--- config.mk ---
export PLATFORM = sky130hd
export DESIGN_NAME = nv_unlock_seq
export DESIGN_NICKNAME = d
export VERILOG_FILES = /design/src/rtl/nvu_pkg.sv /design/src/rtl/nvu_key_match.sv /design/src/rtl/nvu_seq_fsm.sv /design/src/rtl/nv_unlock_seq.sv
export SDC_FILE = /design/constraint.sdc
export NUM_CORES = 1
export LEC_CHECK = 0
export ABC_AREA = 1
export BUFFER_PORTS_ARGS = -buffer_cell sky130_fd_sc_hd__buf_2
export CORE_AREA = 2 2 40 42
export CTS_CLUSTER_SIZE = 12
export DETAILED_ROUTE_END_ITERATION = 8
export DIE_AREA = 0 0 42 44
export PLACE_DENSITY = 0.75
export SYNTH_ARGS = -nofsm -noshare
export SYNTH_HDL_FRONTEND = slang
export SYNTH_HIERARCHICAL = 1
export SYNTH_SLANG_ARGS = --single-unit
--- constraint.sdc ---
create_clock -name clk -period 1.6 [get_ports clk]
set_input_delay 0.24 -clock clk [delete_from_list [all_inputs] [get_ports clk]]
set_output_delay 0.24 -clock clk [all_outputs]
set_load 0.05 [all_outputs]
--- src/rtl/nvu_pkg.sv ---
package nvu_pkg;
  localparam int ADDR_W   = 15;
  localparam int CMP_W    = 14;
  localparam int STEPS    = 6;
  localparam int PREFIX_N = STEPS - 1;
  localparam int CNT_W    = $clog2(STEPS);

  localparam logic [CMP_W-1:0] KEY_STORE  = 14'h0FC0;
  localparam logic [CMP_W-1:0] KEY_RECALL = 14'h0C63;

  typedef enum logic [1:0] {
    CMD_NONE   = 2'd0,
    CMD_STORE  = 2'd1,
    CMD_RECALL = 2'd2
  } cmd_e;

  function automatic logic [CMP_W-1:0] prefix_key(input int idx);
    case (idx)
      0:       prefix_key = 14'h0E38;
      1:       prefix_key = 14'h31C7;
      2:       prefix_key = 14'h03E0;
      3:       prefix_key = 14'h3C1F;
      default: prefix_key = 14'h303F;
    endcase
  endfunction
endpackage

--- src/rtl/nvu_key_match.sv ---
module nvu_key_match
  import nvu_pkg::*;
(
  input  logic [ADDR_W-1:0]   addr,
  output logic [PREFIX_N-1:0] prefix_hit,
  output logic                store_hit,
  output logic                recall_hit
);
  logic [CMP_W-1:0] low_addr;
  assign low_addr = addr[CMP_W-1:0];

  for (genvar g = 0; g < PREFIX_N; g++) begin : g_prefix
    assign prefix_hit[g] = (low_addr == prefix_key(g));
  end

  assign store_hit  = (low_addr == KEY_STORE);
  assign recall_hit = (low_addr == KEY_RECALL);

  always_comb begin
    assert (!(store_hit && recall_hit));
  end
endmodule

--- src/rtl/nvu_seq_fsm.sv ---
module nvu_seq_fsm
  import nvu_pkg::*;
(
  input  logic                clk,
  input  logic                rst_n,
  input  logic                strobe,
  input  logic                we_n,
  input  logic                busy,
  input  logic [PREFIX_N-1:0] prefix_hit,
  input  logic                store_hit,
  input  logic                recall_hit,
  output cmd_e                cmd_q
);
  localparam logic [CNT_W-1:0] LAST = CNT_W'(PREFIX_N);

  logic [CNT_W-1:0] cnt_q, cnt_d;
  cmd_e             cmd_d;
  logic             step_hit;

  always_comb begin
    step_hit = 1'b0;
    for (int i = 0; i < PREFIX_N; i++) begin
      if (cnt_q == CNT_W'(i)) step_hit = prefix_hit[i];
    end
  end

  always_comb begin
    cnt_d = cnt_q;
    cmd_d = CMD_NONE;
    if (busy) begin
      cnt_d = '0;
    end else if (strobe) begin
      if (!we_n) begin
        cnt_d = '0;
      end else if (cnt_q == LAST && store_hit) begin
        cmd_d = CMD_STORE;
        cnt_d = '0;
      end else if (cnt_q == LAST && recall_hit) begin
        cmd_d = CMD_RECALL;
        cnt_d = '0;
      end else if (cnt_q != LAST && step_hit) begin
        cnt_d = cnt_q + 1'b1;
      end else begin
        cnt_d = prefix_hit[0] ? CNT_W'(1) : '0;
      end
    end
  end

  always_ff @(posedge clk) begin
    if (!rst_n) begin
      cnt_q <= '0;
      cmd_q <= CMD_NONE;
    end else begin
      cnt_q <= cnt_d;
      cmd_q <= cmd_d;
    end
  end

  AST_CMD_LEGAL: assert property (@(posedge clk) disable iff (!rst_n)
    cmd_q inside {CMD_NONE, CMD_STORE, CMD_RECALL});
  AST_BUSY_IDLE: assert property (@(posedge clk) disable iff (!rst_n)
    busy |=> (cnt_q == '0 && cmd_q == CMD_NONE));
  AST_WRITE_ABORT: assert property (@(posedge clk) disable iff (!rst_n)
    (strobe && !we_n) |=> (cnt_q == '0 && cmd_q == CMD_NONE));
  AST_QUIET_HOLD: assert property (@(posedge clk) disable iff (!rst_n)
    (!strobe && !busy) |=> ($stable(cnt_q) && cmd_q == CMD_NONE));
  AST_CMD_AFTER_LAST: assert property (@(posedge clk) disable iff (!rst_n)
    (strobe && we_n && !busy && cnt_q != LAST) |=> cmd_q == CMD_NONE);
  AST_CMD_ONE_CYCLE: assert property (@(posedge clk) disable iff (!rst_n)
    (cmd_q != CMD_NONE) |=> (cmd_q == CMD_NONE));
  AST_CNT_RANGE: assert property (@(posedge clk) disable iff (!rst_n)
    cnt_q <= LAST);
endmodule

--- src/rtl/nv_unlock_seq.sv ---
module nv_unlock_seq
  import nvu_pkg::*;
(
  input  logic              clk,
  input  logic              rst_n,
  input  logic              acc_strobe,
  input  logic [ADDR_W-1:0] acc_addr,
  input  logic              acc_we_n,
  input  logic              busy,
  output logic              store_req,
  output logic              recall_req
);
  logic [PREFIX_N-1:0] prefix_hit;
  logic                store_hit;
  logic                recall_hit;
  cmd_e                cmd_q;

  nvu_key_match u_match (
    .addr       (acc_addr),
    .prefix_hit (prefix_hit),
    .store_hit  (store_hit),
    .recall_hit (recall_hit)
  );

  nvu_seq_fsm u_fsm (
    .clk        (clk),
    .rst_n      (rst_n),
    .strobe     (acc_strobe),
    .we_n       (acc_we_n),
    .busy       (busy),
    .prefix_hit (prefix_hit),
    .store_hit  (store_hit),
    .recall_hit (recall_hit),
    .cmd_q      (cmd_q)
  );

  assign store_req  = (cmd_q == CMD_STORE);
  assign recall_req = (cmd_q == CMD_RECALL);

  AST_REQ_EXCLUSIVE: assert property (@(posedge clk) disable iff (!rst_n)
    !(store_req && recall_req));
  AST_NO_REQ_WHILE_BUSY: assert property (@(posedge clk) disable iff (!rst_n)
    busy |=> !(store_req || recall_req));
endmodule

* Yosys cells after proc, flatten, opt, wreduce, memory -nomap -nowiden
Cells that the tools add are included.
** Storage, ports and cells
- Register bits after elaboration :: 5
- Bits of input ports :: 20
- Output and inout bits :: 2
** Cells by class
- Reduce and logical (&&, ||, !) cells :: 7
- Mux-type cells :: 12
- Bitwise gates (word level) :: 3
- Equality and inequality tests :: 15
- Add/sub/neg operators :: 1
** Operators by type and width (number)
- equality test 14 x 12 -> 1 bit, second input constant :: 3
- equality test 14 bit, second input constant :: 3
- equality test 14 x 10 -> 1 bit, second input constant :: 1
- two-way mux 3 bit :: 4
- two-way mux 1 bit :: 7
- equality test 3 x 2 -> 1 bit, second input constant :: 2
- equality test 3 bit, second input constant :: 2
- OR reduction 5 bit :: 1
- OR reduction 4 bit :: 1
- adder 3 x 1 -> 3 bit, second input constant :: 1
- equality test 3 x 1 -> 1 bit, second input constant :: 1
- logical AND 1 bit :: 3
- logical NOT 3 bit :: 1
- inequality test 3 bit, second input constant :: 1
- inverter 1 bit :: 3
- equality test 2 x 1 -> 1 bit, second input constant :: 1
- equality test 2 bit, second input constant :: 1
- two-way mux 2 bit :: 1
- OR reduction 2 bit :: 1

* Depth between registers and ports, before layout
- Depth after elaboration :: 11
- Depth in mapped cells :: 13

* Modules after synthesis
Netlist, hierarchy kept.
** Modules (own cells, without submodules)
- nvu_seq_fsm :: area an instance 366.6 um^2, times used 1, cells each 58
- nvu_key_match :: area an instance 256.5 um^2, times used 1, cells each 65
- nv_unlock_seq :: area an instance 15.0 um^2, times used 1, cells each 4

* Least setup slack after synthesis
No wires, ideal clock.
- Kind :: register to register
- Start point :: register u_fsm.cnt_q[0]
- End point :: register u_fsm.cnt_q[2]
- Path buffers :: 0
- Data arrival time :: 1.275 ns
- Clock period less this slack :: 1.345 ns
- Required time :: 1.530 ns
- Stages on the path, launching flop included :: 12
- Path slack :: 0.255 ns
- Setup time :: 0.070 ns
- Path through :: dfxtp_1 -> ha_1 -> ha_1 -> inv_1 -> nand2_1 -> nor2_1 -> nand2_1 -> nand2_2 -> nand2_2 -> nor2_2 -> nand2_1 -> a21oi_1
** Between the ends
- Cells in the longest elaborated chain, start to end :: 11
- Elaborated cells between the ends (all ways) :: 20
- Those cells by class :: add/sub (1); eq/ne (6); mux (9); reduce/logical (4)
** RTL lines
- start: declaration :: RTL line nvu_seq_fsm.sv:16 : logic [CNT_W-1:0] cnt_q, cnt_d;
- start signal: assignment :: RTL line nvu_seq_fsm.sv:54 : cnt_q <= cnt_d;
- logical NOT 3 bit :: RTL line nvu_seq_fsm.sv:23 : if (cnt_q == CNT_W'(i)) step_hit = prefix_hit[i];
- two-way mux 1 bit (5 in a row) :: RTL line nvu_seq_fsm.sv:23
- logical AND 1 bit :: RTL line nvu_seq_fsm.sv:41 : end else if (cnt_q != LAST && step_hit) begin
- two-way mux 3 bit :: RTL line nvu_seq_fsm.sv:41
- two-way mux 3 bit :: RTL line nvu_seq_fsm.sv:38 : end else if (cnt_q == LAST && recall_hit) begin
- two-way mux 3 bit (*) :: RTL line nvu_seq_fsm.sv:35 : end else if (cnt_q == LAST && store_hit) begin
- two-way mux 3 bit (*) :: RTL line nvu_seq_fsm.sv:33 : if (!we_n) begin
Mark *: on every way between the ends. The rest lies on a longest branch, timed or not.
A chain may end at the register's enable or synchronous reset.

* Final worst setup path
Same ends and word-level chain as after synthesis.

==> out/summary.txt <==
Worst-Skew Late Latency: 0.24 ns
crit-path max FO: 5
final cycle utilization of the critical path: 91.2%
worst reg-to-reg path cell count: 11
fin nets: 178
Tmin final: 1.46 ns
Buf/Inv on CP: 1
Synth Area in Adders: 9.80%
Port Buffers: 20
reg2reg end: u_fsm/cnt_q[2]
share of layout cells above drive strength 1: 19.7%
Mapped Avg Cell Area: 5.02 µm²
Antenna Nets Post-Route: 0
first-pass GRT wire length: 2420 µm
Setup TNS: 0 ns
biggest cell delay along the critical path: 0.33 ns
max cap viols: 0
FP Rows: 14
max_slew headroom: 83.5%
n_diodes: 0
Num CTS Buffers: 3
combinational family with the most area after synthesis: simple AND/OR/NAND/NOR gates
CP max stage cell: dfxtp_2
Power Density: 428 mW/mm²
initial antenna violation count: 0
number of global-route vias before repair: 687
post-cts sizing count: 0
class of the worst hold path: input pin to flop
Die Ht: 44 µm
DR pass1 iterations: 4
Hold EP: u_fsm/cmd_q[1]
Slew Viols, Final: 0
Worst R2R Start: u_fsm/cnt_q[0]
die width: 42 µm
routed vias: 763
FMAX: 686 MHz
post-synthesis compound-gate area fraction: 3.92%
Die ar.: 0.00185 mm²
CP Capture Type: flop
Initial Util: 45.0%
Cell Chain, Critical Path: ha_1 > ha_1 > inv_1 > nand2_1 > nor2_1 > nand2_1 > nand2_2 > nand2_2 > nor2_2 > nand2_1 > a21oi_1
fill count: 155
Simple-Gate Fraction of Synth Area: 53.5%
WHS Path Cells: 4
Post-Layout Cell Count: 168
DP HPWL: 1160 µm
syn nets: 152
area grow syn2layout: 24.3%
Max VDD drop: 332 µV
Post-CTS Setup Bufs: 0
RSZ-0062 raised after global routing: no
Mapped Area: 638 µm²
Critical Path Start Type: flop
Worst Hold Launch: busy
status: finished clean
Yosys Warn Count: 6
vias per cell: 4.54
worst slew pin tran: 0.249 ns
multiplexer share of the synthesized area: 0%
final setup violation count: 0
CP required: 1.77 ns
Post-Syn Instances: 127
largest net degree at the start of global routing: 6
DR WL/cell: 8.21 µm
synth unique cells: 12
GRT overflow: 0
CP delay by family, top: simple AND/OR/NAND/NOR gates
CTS Sinks: 5
clk_skew: 0.00824 ns
IO Count: 22
dpl cells: 164
cts hold-fix bufs: 0
P_leak: 0.441 nW
final hold vios: 0
# DRC: 0
drt total wl: 1380 µm
CTS clk-pin slew, worst paths: 0.05 ns
all-layer global routing usage: 16.9%
setup slack, reg-to-reg: 0.14 ns
initial DRC count: 9
worst setup path class: flop to flop
CTS tree: yes
clock tree buffer depth: 2
core box area: 0.00142 mm²
routability cong.: 0.771
#FFs+latches synth: 5
sequential area share after synthesis: 15.7%
CTS Root Buffer Type: clkbuf_4
WP data arrival: 1.63 ns
area share of xor/xnor cells in the synthesized design: 0%
most frequent CP cell: nand2_1
htree depth: 1
==> sequential cells by signal, indices dropped and copies added (netlist names) <==
signal	count
u_fsm/cmd_q	2
u_fsm/cnt_q	3
==> worst register-to-register path: stages, from the launching register on <==
cell	delay [ns]
dfxtp_2	0.33
ha_1	0.19
ha_1	0.19
inv_1	0.05
nand2_1	0.04
nor2_1	0.10
nand2_1	0.07
nand2_2	0.07
nand2_2	0.06
nor2_2	0.10
nand2_1	0.07
a21oi_1	0.11
==> power breakdown <==
part | switching [mW] | leakage [nW] | internal, mW
sequential | 0.000000574 | 0.0408 | 0.125
clock | 0.0507 | 0.0150 | 0.0942
combinational | 0.0396 | 0.386 | 0.0300
==> synth_stat cells <==
cell type,n,share of area [%]
a21oi_1,5,3.9
nand3_1,6,4.7
inv_1,28,16
ha_1,5,9.8
dfxtp_1,5,16
nand2_2,2,2.0
nor2_1,30,18
nand2_1,39,23
nor2_2,2,2.0
nor3_1,1,0.78
inv_2,1,0.59
nand3b_1,3,3.5
==> through the flow <==
stage,power [mW],instance area (µm²),setup WS [ns],util (%),hold WS [ns]
5_1_grt,0.370,793,0.0376,55.9,0.271
6_report,0.340,793,0.141,55.9,0.263
3_3_place_gp,0.194,766,0.147,54.0,0.498
2_1_floorplan,0.161,638,0.255,-,0.401
3_5_place_dp,0.196,766,0.101,54.0,0.501
4_1_cts,0.346,792,0.100,55.8,0.258
==> cell usage in the layout, fill, tap and decap left out, drive strengths merged <==
| master | count |
|---|---|
| nand3 | 6 |
| nor2 | 32 |
| nand3b | 3 |
| a21oi | 5 |
| clkbuf | 4 |
| dfxtp | 5 |
| inv | 29 |
| nor3 | 1 |
| nand2 | 41 |
| buf | 21 |
| ha | 5 |
==> area by class of cell <==
type                       count  area [µm²]  area share (%)
multi-input combinational     93         429            54.1
inverter                      29         109            13.7
timing repair buffer          21         108            13.6
sequential                     5         101            12.8
clock buffer                   4        26.3            3.31
tap                           16        20.0            2.52
==> layer usage <==
layer / GRT usage (%) / up-vias / part of all wire (%)
met5: 0 / - / 0
met4: 7.74 / 0 / 0.43
met3: 2.50 / 2 / 5.7
met2: 33.4 / 18 / 50
met1: 17.3 / 318 / 44
li1: - / 425 / -
==> logic make-up after synthesis <==
| family | count (synthesis) |
|---|---|
| and+or+nand+nor | 83 |
| buffers and inverters | 29 |
| DFF | 5 |
| adders and majority gates | 5 |
| AOI/OAI and AO/OA | 5 |
==> worst max-delay path by stage <==
stage	depth (start not counted)	from	end	slack, ns
floorplan	11	u_fsm/cnt_q[0]	u_fsm/cnt_q[2]	0.26
global placement	14	acc_addr[12]	u_fsm/cnt_q[2]	0.15
detailed placement	14	acc_addr[13]	u_fsm/cnt_q[2]	0.10
CTS	11	u_fsm/cnt_q[0]	u_fsm/cnt_q[2]	0.10
global route	11	u_fsm/cnt_q[0]	u_fsm/cnt_q[1]	0.04
finish	11	u_fsm/cnt_q[0]	u_fsm/cnt_q[2]	0.14
(Power assumes the default switching activity.)
